### config.mk
export PLATFORM = sky130hd
export DESIGN_NAME = mulstep_unit
export DESIGN_NICKNAME = d
export VERILOG_FILES = /design/src/rtl/mstep_pkg.sv /design/src/rtl/mstep_alu.sv /design/src/rtl/mstep_ctrl.sv /design/src/rtl/mstep_regs.sv /design/src/rtl/mulstep_unit.sv
export SDC_FILE = /design/constraint.sdc
export NUM_CORES = 1
export LEC_CHECK = 0
export ABC_AREA = 1
export ABC_CLOCK_PERIOD_IN_PS = 3100
export BUFFER_PORTS_ARGS = -buffer_cell sky130_fd_sc_hd__buf_2
export CAP_MARGIN = 10
export CORE_UTILIZATION = 41
export DETAILED_ROUTE_END_ITERATION = 16
export SLEW_MARGIN = 10
export SYNTH_ARGS = -nofsm -noshare
export SYNTH_HDL_FRONTEND = slang
export SYNTH_SLANG_ARGS = --single-unit
### constraint.sdc
create_clock -name clk -period 3.1 [get_ports clk]
set_input_delay 0.31 -clock clk [delete_from_list [all_inputs] [get_ports clk]]
set_output_delay 0.31 -clock clk [all_outputs]
set_load 0.01 [all_outputs]
### src/rtl/mstep_pkg.sv
package mstep_pkg;
  // Flag word layout, bit 3 down to bit 0: N, Z, V, C
  typedef struct packed {
    logic n;
    logic z;
    logic v;
    logic c;
  } mstep_flags_t;

  typedef enum logic {
    ST_IDLE = 1'b0,
    ST_RUN  = 1'b1
  } mstep_state_t;
endpackage

### src/rtl/mstep_alu.sv
module mstep_alu
  import mstep_pkg::*;
#(
  parameter int WIDTH = 32
) (
  input  logic [WIDTH-1:0] acc_q,
  input  logic             sign_feed,
  input  logic             add_en,
  input  logic [WIDTH-1:0] mcand,
  output logic [WIDTH-1:0] acc_next,
  output mstep_flags_t     flags_next
);
  logic [WIDTH-1:0] shifted;
  logic [WIDTH-1:0] addend;
  logic [WIDTH:0]   wide_sum;

  always_comb begin
    shifted  = {sign_feed, acc_q[WIDTH-1:1]};
    addend   = add_en ? mcand : '0;
    wide_sum = {1'b0, shifted} + {1'b0, addend};
    acc_next = wide_sum[WIDTH-1:0];
    flags_next.n = wide_sum[WIDTH-1];
    flags_next.z = (wide_sum[WIDTH-1:0] == '0);
    flags_next.v = (shifted[WIDTH-1] == addend[WIDTH-1]) &&
                   (wide_sum[WIDTH-1] != shifted[WIDTH-1]);
    flags_next.c = wide_sum[WIDTH];
  end
endmodule

### src/rtl/mstep_ctrl.sv
module mstep_ctrl
  import mstep_pkg::*;
#(
  parameter int WIDTH = 32
) (
  input  logic clk,
  input  logic rst_n,
  input  logic start,
  input  logic step_mode,
  input  logic step_go,
  output logic load,
  output logic step_en,
  output logic zero_op,
  output logic busy,
  output logic done
);
  localparam int LAST = WIDTH;
  localparam int CW   = $clog2(WIDTH + 2);

  mstep_state_t    state_q;
  logic [CW-1:0]   cnt_q;
  logic            done_q;

  always_comb begin
    busy    = (state_q == ST_RUN);
    load    = start && !busy;
    step_en = busy && (!step_mode || step_go);
    zero_op = (cnt_q == CW'(LAST));
    done    = done_q;
  end

  always_ff @(posedge clk or negedge rst_n) begin
    if (!rst_n) begin
      state_q <= ST_IDLE;
      cnt_q   <= '0;
      done_q  <= 1'b0;
    end else begin
      done_q <= 1'b0;
      if (load) begin
        state_q <= ST_RUN;
        cnt_q   <= '0;
      end else if (step_en) begin
        if (zero_op) begin
          state_q <= ST_IDLE;
          cnt_q   <= '0;
          done_q  <= 1'b1;
        end else begin
          cnt_q <= cnt_q + 1'b1;
        end
      end
    end
  end

  // done lasts one cycle and never overlaps busy
  p_done_pulse_r7: assert property (@(posedge clk) disable iff (!rst_n)
    done |=> !done);
  p_done_idle_r7: assert property (@(posedge clk) disable iff (!rst_n)
    done |-> !busy);
  // step index never passes the final adjustment step
  p_cnt_bound_r6: assert property (@(posedge clk) disable iff (!rst_n)
    cnt_q <= CW'(LAST));
  // a start during a run that is not ending leaves the run going
  p_start_locked_r8: assert property (@(posedge clk) disable iff (!rst_n)
    (busy && start && !(step_en && zero_op)) |=> busy);
endmodule

### src/rtl/mstep_regs.sv
module mstep_regs
  import mstep_pkg::*;
#(
  parameter int WIDTH = 32
) (
  input  logic             clk,
  input  logic             rst_n,
  input  logic             load,
  input  logic             step_en,
  input  logic [WIDTH-1:0] mcand_in,
  input  logic [WIDTH-1:0] mplier_in,
  input  logic [WIDTH-1:0] acc_next,
  input  mstep_flags_t     flags_next,
  output logic [WIDTH-1:0] acc_q,
  output logic [WIDTH-1:0] y_q,
  output logic [WIDTH-1:0] mcand_q,
  output mstep_flags_t     flags_q
);
  always_ff @(posedge clk or negedge rst_n) begin
    if (!rst_n) begin
      acc_q   <= '0;
      y_q     <= '0;
      mcand_q <= '0;
      flags_q <= '0;
    end else if (load) begin
      acc_q   <= '0;
      y_q     <= mplier_in;
      mcand_q <= mcand_in;
      flags_q <= '0;
    end else if (step_en) begin
      acc_q   <= acc_next;
      y_q     <= {acc_q[0], y_q[WIDTH-1:1]};
      flags_q <= flags_next;
    end
  end

  // a load clears the accumulator and flags
  p_load_clear_r2: assert property (@(posedge clk) disable iff (!rst_n)
    load |=> (acc_q == '0) && (flags_q == '0));
  // Y moves down and receives the old accumulator low bit
  p_y_shift_r3: assert property (@(posedge clk) disable iff (!rst_n)
    (step_en && !load) |=> (y_q[WIDTH-2:0] == $past(y_q[WIDTH-1:1])) &&
                           (y_q[WIDTH-1] == $past(acc_q[0])));
  // the multiplicand copy changes only on an accepted start
  p_mcand_hold_r8: assert property (@(posedge clk) disable iff (!rst_n)
    !load |=> $stable(mcand_q));
  // with no step and no load the state holds
  p_idle_hold_r9: assert property (@(posedge clk) disable iff (!rst_n)
    (!load && !step_en) |=> $stable(acc_q) && $stable(y_q) && $stable(flags_q));
endmodule

### src/rtl/mulstep_unit.sv
module mulstep_unit
  import mstep_pkg::*;
#(
  parameter int WIDTH = 32
) (
  input  logic               clk,
  input  logic               rst_n,
  input  logic               start,
  input  logic [WIDTH-1:0]   multiplicand,
  input  logic [WIDTH-1:0]   multiplier,
  input  logic               step_mode,
  input  logic               step_go,
  output logic               busy,
  output logic               done,
  output logic [2*WIDTH-1:0] product,
  output logic [3:0]         flags
);
  logic             load, step_en, zero_op, add_en;
  logic [WIDTH-1:0] acc_q, y_q, mcand_q, acc_next;
  mstep_flags_t     flags_q, flags_next;

  mstep_ctrl #(.WIDTH(WIDTH)) u_ctrl (
    .clk(clk), .rst_n(rst_n), .start(start), .step_mode(step_mode),
    .step_go(step_go), .load(load), .step_en(step_en), .zero_op(zero_op),
    .busy(busy), .done(done)
  );

  // The final adjustment step forces the addend to zero
  assign add_en = y_q[0] && !zero_op;

  mstep_alu #(.WIDTH(WIDTH)) u_alu (
    .acc_q(acc_q), .sign_feed(flags_q.n ^ flags_q.v), .add_en(add_en),
    .mcand(mcand_q), .acc_next(acc_next), .flags_next(flags_next)
  );

  mstep_regs #(.WIDTH(WIDTH)) u_regs (
    .clk(clk), .rst_n(rst_n), .load(load), .step_en(step_en),
    .mcand_in(multiplicand), .mplier_in(multiplier), .acc_next(acc_next),
    .flags_next(flags_next), .acc_q(acc_q), .y_q(y_q), .mcand_q(mcand_q),
    .flags_q(flags_q)
  );

  assign product = {acc_q, y_q};
  assign flags   = flags_q;

  // after done the result holds until a new start
  p_result_hold_r7: assert property (@(posedge clk) disable iff (!rst_n)
    (done && !start) |=> $stable(product) && $stable(flags));
  // on an add step with the accumulator at zero and no sign feed, the sum is the multiplicand
  p_first_add_r4: assert property (@(posedge clk) disable iff (!rst_n)
    (step_en && !load && add_en && acc_q == '0 && !(flags_q.n ^ flags_q.v))
      |=> acc_q == $past(mcand_q));
endmodule

After elaboration in Yosys (flattened, before gate mapping). Cells that the tools add are included.

Output and inout port bits: 70. Register bits: 108. Input port bits: 69.

Reductions and logical operators: 12. Bitwise gates (word level): 1. Equal/unequal tests: 3. Muxes and demuxes: 16. Add/subtract/negate cells: 2.

Operators by type and width (count): 2-to-1 mux 32 bit (5); adder 32 x 32 -> 33 bit (1); zero test 32 bit (1); 2-to-1 mux 6 bit (3); 2-to-1 mux 4 bit (2); adder 6 x 1 -> 6 bit (second input constant) (1); == test 6 bit (second input constant) (1); 2-to-1 mux 1 bit (6); logical AND 1 bit (4); nonzero test 2 bit (2); zero test 1 bit (3); AND reduction 2 bit (1); == test 1 bit (1); logical OR 1 bit (1); inequality test 1 bit (1); XOR 1 bit (1).

Logic depth before layout (Yosys ltp).
Depth in word-level cells: 9. Depth in mapped cells: 24.

Hierarchy. From an unflattened synthesis, not the netlist that was laid out.

Cells, all modules: 1167. Area total of the unflattened synthesis: 7524.7 µm².

Modules (own cells, without submodules): mstep_regs (cells each 466, sequential area each 2502.4 µm², area each 4061.4 µm², times used 1); mstep_alu (cells each 626, sequential area each 0.0 µm², area each 2939.1 µm², times used 1); mstep_ctrl (cells each 68, sequential area each 200.2 µm², area each 498.0 µm², times used 1); mulstep_unit (cells each 7, sequential area each 0.0 µm², area each 26.3 µm², times used 1).

Worst setup path before layout. No wires, ideal clock.

Path kind: register to register. From: register u_ctrl.cnt_q[0]. To: register, netlist name u_regs.flags_q[2]. Setup time: 0.066 ns. Cell stages (with the launch flop): 23. Buffers on the path: 1. Clock period less this slack: 2.746 ns. Arrival: 2.681 ns. Setup slack: 0.354 ns. Required time: 3.034 ns. Path through: dfrtp_1 -> inv_1 -> ha_1 -> nand3_1 -> nand2_1 -> clkbuf_1 -> nor2_1 -> fa_1 -> nand2_1 -> nand2_1 -> nand3_2 -> nand2_2 -> nand2_2 -> nand2_1 -> nand2_1 -> nand2_1 -> nand2_1 -> nand2_1 -> nor2_1 -> nand2_1 -> nor2_1 -> nand2_1 -> nand2_1.

Longest elaborated chain between the ends: 8.

Ends and longest elaborated chain: start, declared (RTL line mstep_ctrl.sv:21) `logic [CW-1:0] cnt_q;`; start signal, assigned (RTL line mstep_ctrl.sv:48) `cnt_q <= cnt_q + 1'b1;`; == test 6 bit (RTL line mstep_ctrl.sv:28) `zero_op = (cnt_q == CW'(LAST));`; zero test 1 bit (RTL line mulstep_unit.sv:29) `assign add_en = y_q[0] && !zero_op;`; logical AND 1 bit (RTL line mulstep_unit.sv:29); 2-to-1 mux 32 bit (RTL line mstep_alu.sv:19) `addend = add_en ? mcand : '0;`; adder 32 x 32 -> 33 bit (RTL line mstep_alu.sv:20) `wide_sum = {1'b0, shifted} + {1'b0, addend};`; zero test 32 bit (RTL line mstep_alu.sv:23) `flags_next.z = (wide_sum[WIDTH-1:0] == '0);`; 2-to-1 mux 4 bit (RTL line mstep_regs.sv:30) `end else if (step_en) begin`; 2-to-1 mux 4 bit (RTL line mstep_regs.sv:25) `end else if (load) begin`.

No other way between the ends. The select of a mux whose other input is x is not followed. A chain may end at the register's enable or synchronous reset.

Final worst setup path.
From: register u_ctrl.cnt_q[2]. To: register, netlist name u_regs.flags_q[2].

Longest elaborated chain between the ends: 8.

Ends and longest elaborated chain (RTL line): == test 6 bit (mstep_ctrl.sv:28); zero test 1 bit (mulstep_unit.sv:29); logical AND 1 bit (mulstep_unit.sv:29); 2-to-1 mux 32 bit (mstep_alu.sv:19); adder 32 x 32 -> 33 bit (mstep_alu.sv:20); zero test 32 bit (mstep_alu.sv:23); 2-to-1 mux 4 bit (mstep_regs.sv:30); 2-to-1 mux 4 bit (mstep_regs.sv:25).

No other way between the ends. The select of a mux whose other input is x is not followed.

==> flow_summary.yaml <==
final_layout:
  layout-area-overhead-vs-synth_pct: 27.15
  final_nets: 1299
  count_of_antenna_diodes_in_the_layout: 0
  share_of_cells_above_drive_strength_1_pct: 26.67
  finalCoreUtilization_pct: 54.07
  layout_common_cells: "nand2_1 (326), inv_1 (176), buf_2 (137)"
  final_cell_area_sq_um: 9094
  layout_commonest_cell: "nand2_1"
pwr:
  power_mw: 9.231
  powerDensity_nw_per_um2: 1015
  power.leakage_nw: 4.846
  ir_drop_mv: 0.4130
synth:
  synth_cell_type_count: 39
  synth-seq-area-share_pct: 37.44
  mappedNetlistArea_sq_um: 7152
  postSynthNetCount: 1138
  postSynthCellCount: 1034
  yosys_register_bits: 107
  synth_ff_type: "dfrtp_1"
  average_instance_area_after_synthesis_sq_um: 6.917
  async_flop_share_pct: 100.0
  synth-edff-count: 0
  ys_warn_count: 0
clocking:
  cts_made_buffers: 9
  tritoncts_clock_tree: "yes"
  buffer_cell_driving_the_clock_tree_root: "clkbuf_16"
  holdBufCountCts: 0
  htree_levels: 3
  clock_insertion_delay_worst_skew_ns: 0.36
  cts_buffer_depth: 2
  cts_num_sinks: 107
  clkSlewWorstSetupHoldPaths_ns: 0.08
run:
  drv_cap: 0
floorplanning:
  design.die.area_sq_um: 17980
  floorplan.initialDensity_pct: 42.52
  ioPinCount: 139
  coreArea_sq_um: 16820
  placementRows: 47
  die_y_um: 134.1
  floorplan_die_width_um: 134.1
setup_path:
  worst_setup_path_type: "reg -> reg"
  worstPathRequired_ns: 3.40
  critical_path.top_delay_family: "simple AND/OR/NAND/NOR gates"
  ff2ff_setup_slack_ns: 0.18
  critical_path_fanouts_max: 6
  timing.reg2reg.worst_path_depth: 20
  worst-endpoint-arrival_ns: 3.22
  startpoint_type: "flop"
  launch_point_of_the_worst_reg_to_reg_path: "u_ctrl.cnt_q[2]"
  path_cells: "nor3_4, nand3_4, nand2_8, buf_8, nor2_1, ha_1, nand2_2, nor2_4, nand3_2, nand2_4, nand2_1, nand2_1, nand2_1, nor2_4, nand2_1, nor2_2, nand2_1, nor2_1, nand2_1, nand2_1"
  timing.rr.end: "u_regs.flags_q[2]"
  critical_path.slowest_cell: "dfrtp_1"
  critical-path-top-cell-by-count: "nand2_1"
  endpoint_kind: "flop"
  timing.critical_path.buf_inv: 1
  crit_path_max_incr_delay_ns: 0.44
global_routing:
  gr-total-overflow: 0
  vias_in_the_first_global_route: 6629
  grt_start_max_net_pins: 97
  global_route_wire_length_before_repair_mm: 33.36
  antenna_found_initial: 0
  grt_util_all_layers_pct: 23.83
timing:
  final.setup.tns_ns: 0
  final.min_clock_period_ns: 2.923
  setup_viol_count_final: 0
  finalMaxSlewViolations: 0
  finalHoldViolations: 7
  min_period_over_period_pct: 94.29
  clock.fmax_ghz: 0.3421
  fin_worst_skew_ns: 0.01037
  max_slew.worst_pin.slew_ns: 0.8822
  timing.hold.ws_ns: -0.02118
  slew_headroom_pct: 41.19
placement:
  dp_hpwl_mm: 16.18
  numPortBuffers: 138
  dpl_cell_area_sq_um: 8222
  place_congestion: 0.9135
drt:
  postRouteAntennaNets: 0
  drtIter0Drc: 413
  routed_via_density: 4.920
  routed_wire_length_per_instance_um: 14.96
  route.vias.total: 6986
  remaining_drc_errors: 0
  firstDrtPassIters: 5
  drt_wl_total_mm: 21.25
worst_hold_path:
  min_path_type: "in -> async"
status:
  status: "finished with violations"
  failed_checks: "hold timing"
## layer usage
| layer | vias to the layer above | track usage, % | share of wire, % |
|---|---|---|---|
| li1 | 3551 | - | - |
| met4 | 0 | 7.615 | 1.8 |
| met5 | - | 0 | 0 |
| met3 | 26 | 3.893 | 4.9 |
| met2 | 187 | 39.90 | 47 |
| met1 | 3222 | 31.36 | 46 |
## logic make-up (layout without fill, tap and decap cells)
family	count (synthesis)	in the layout	synth area share [%]
DFF	107	107	37.44
buffers and inverters	215	381	11.46
AOI/OAI and AO/OA	135	135	12.02
adders and majority gates	35	35	6.228
xor gates and xnor gates	8	8	0.9796
and+or+nand+nor	534	534	31.88
## how the worst max path moves through the flow
stage / from / end / slack, ns / cells past startpoint
global placement: u_ctrl.cnt_q[2] / u_regs.flags_q[2] / 0.02 / 19
floorplan: u_ctrl.cnt_q[0] / u_regs.flags_q[2] / 0.35 / 22
finish: u_ctrl.cnt_q[2] / u_regs.flags_q[2] / 0.18 / 20
global route: u_ctrl.cnt_q[5] / u_regs.flags_q[2] / -0.1 / 20
CTS: u_ctrl.cnt_q[0] / u_regs.flags_q[2] / 0.01 / 20
detailed placement: u_ctrl.cnt_q[4] / u_regs.flags_q[2] / -0.04 / 19
## where the power goes
part,switching (mW),internal (mW)
clock,0.571,0.644
combinational,3.31,2.21
sequential,0.446,2.05
## cells in the mapped netlist (2+ instances only)
master / number / area [sq um]
nand2_1: 349 / 1310
inv_1: 180 / 675.7
dfrtp_1: 107 / 2678
nor2_1: 84 / 315.3
o21ai_0: 59 / 295.3
ha_1: 34 / 425.4
nand3_1: 25 / 125.1
clkbuf_1: 23 / 86.33
nand2_2: 23 / 143.9
o221ai_1: 22 / 192.7
a21oi_1: 20 / 100.1
a22o_1: 13 / 113.9
nand4_1: 11 / 68.82
nor2_2: 11 / 68.82
nand3b_1: 10 / 75.07
a22oi_1: 8 / 60.06
nand3_2: 7 / 70.07
inv_2: 4 / 15.01
nor2_4: 4 / 45.04
nor3_1: 4 / 20.02
xnor2_1: 4 / 35.03
xor2_1: 4 / 35.03
a21oi_2: 3 / 26.28
buf_1: 3 / 11.26
and2_1: 2 / 12.51
and3_1: 2 / 12.51
clkinv_1: 2 / 7.510
o211ai_1: 2 / 15.01
o21bai_1: 2 / 15.01
o22ai_1: 2 / 12.51
or2_1: 2 / 12.51
## worst reg2reg max path, delay by kind of cell (launching register included)
kind	cells	cell delay, ns
buffers and inverters	1	0.14
AND/OR/NAND/NOR	18	1.92
adder cells (fa/ha/maj)	1	0.37
flip-flops	1	0.44
## area by class of cell
class / count / area (sq um)
fillers: 1697 / 7725
multi-input cells: 712 / 4088
flip-flops and latches: 107 / 2678
repair buffers: 179 / 1046
inverters: 186 / 698.2
well taps: 220 / 275.3
clock buffers: 10 / 229.0
clock inverters: 6 / 80.08
## flip-flops by register name, summed over array words and instances, names as in the netlist
register        count
u_ctrl.busy         1
u_regs.acc_q       31
u_ctrl.done         1
u_regs.mcand_q     32
u_regs.y_q         32
u_regs.flags_q      4
u_ctrl.cnt_q        6
## metrics by stage
step,cells,worst slack (ns)
6_report,1420,0.1769
5_1_grt,1420,-0.09979
4_1_cts,1408,0.01381
3_5_place_dp,1392,-0.03617
3_3_place_gp,1392,0.01629
2_1_floorplan,1034,0.3536
## repair_timing
action | 4_1_cts | 5_1_grt
cloned | 0 | 1
pin swaps | 1 | 35
setup endpoints to repair | 1 | 9
buffers inserted | 0 | 11
resized for setup | 2 | 106
No activity file was read; power rests on OpenSTA's default activity.
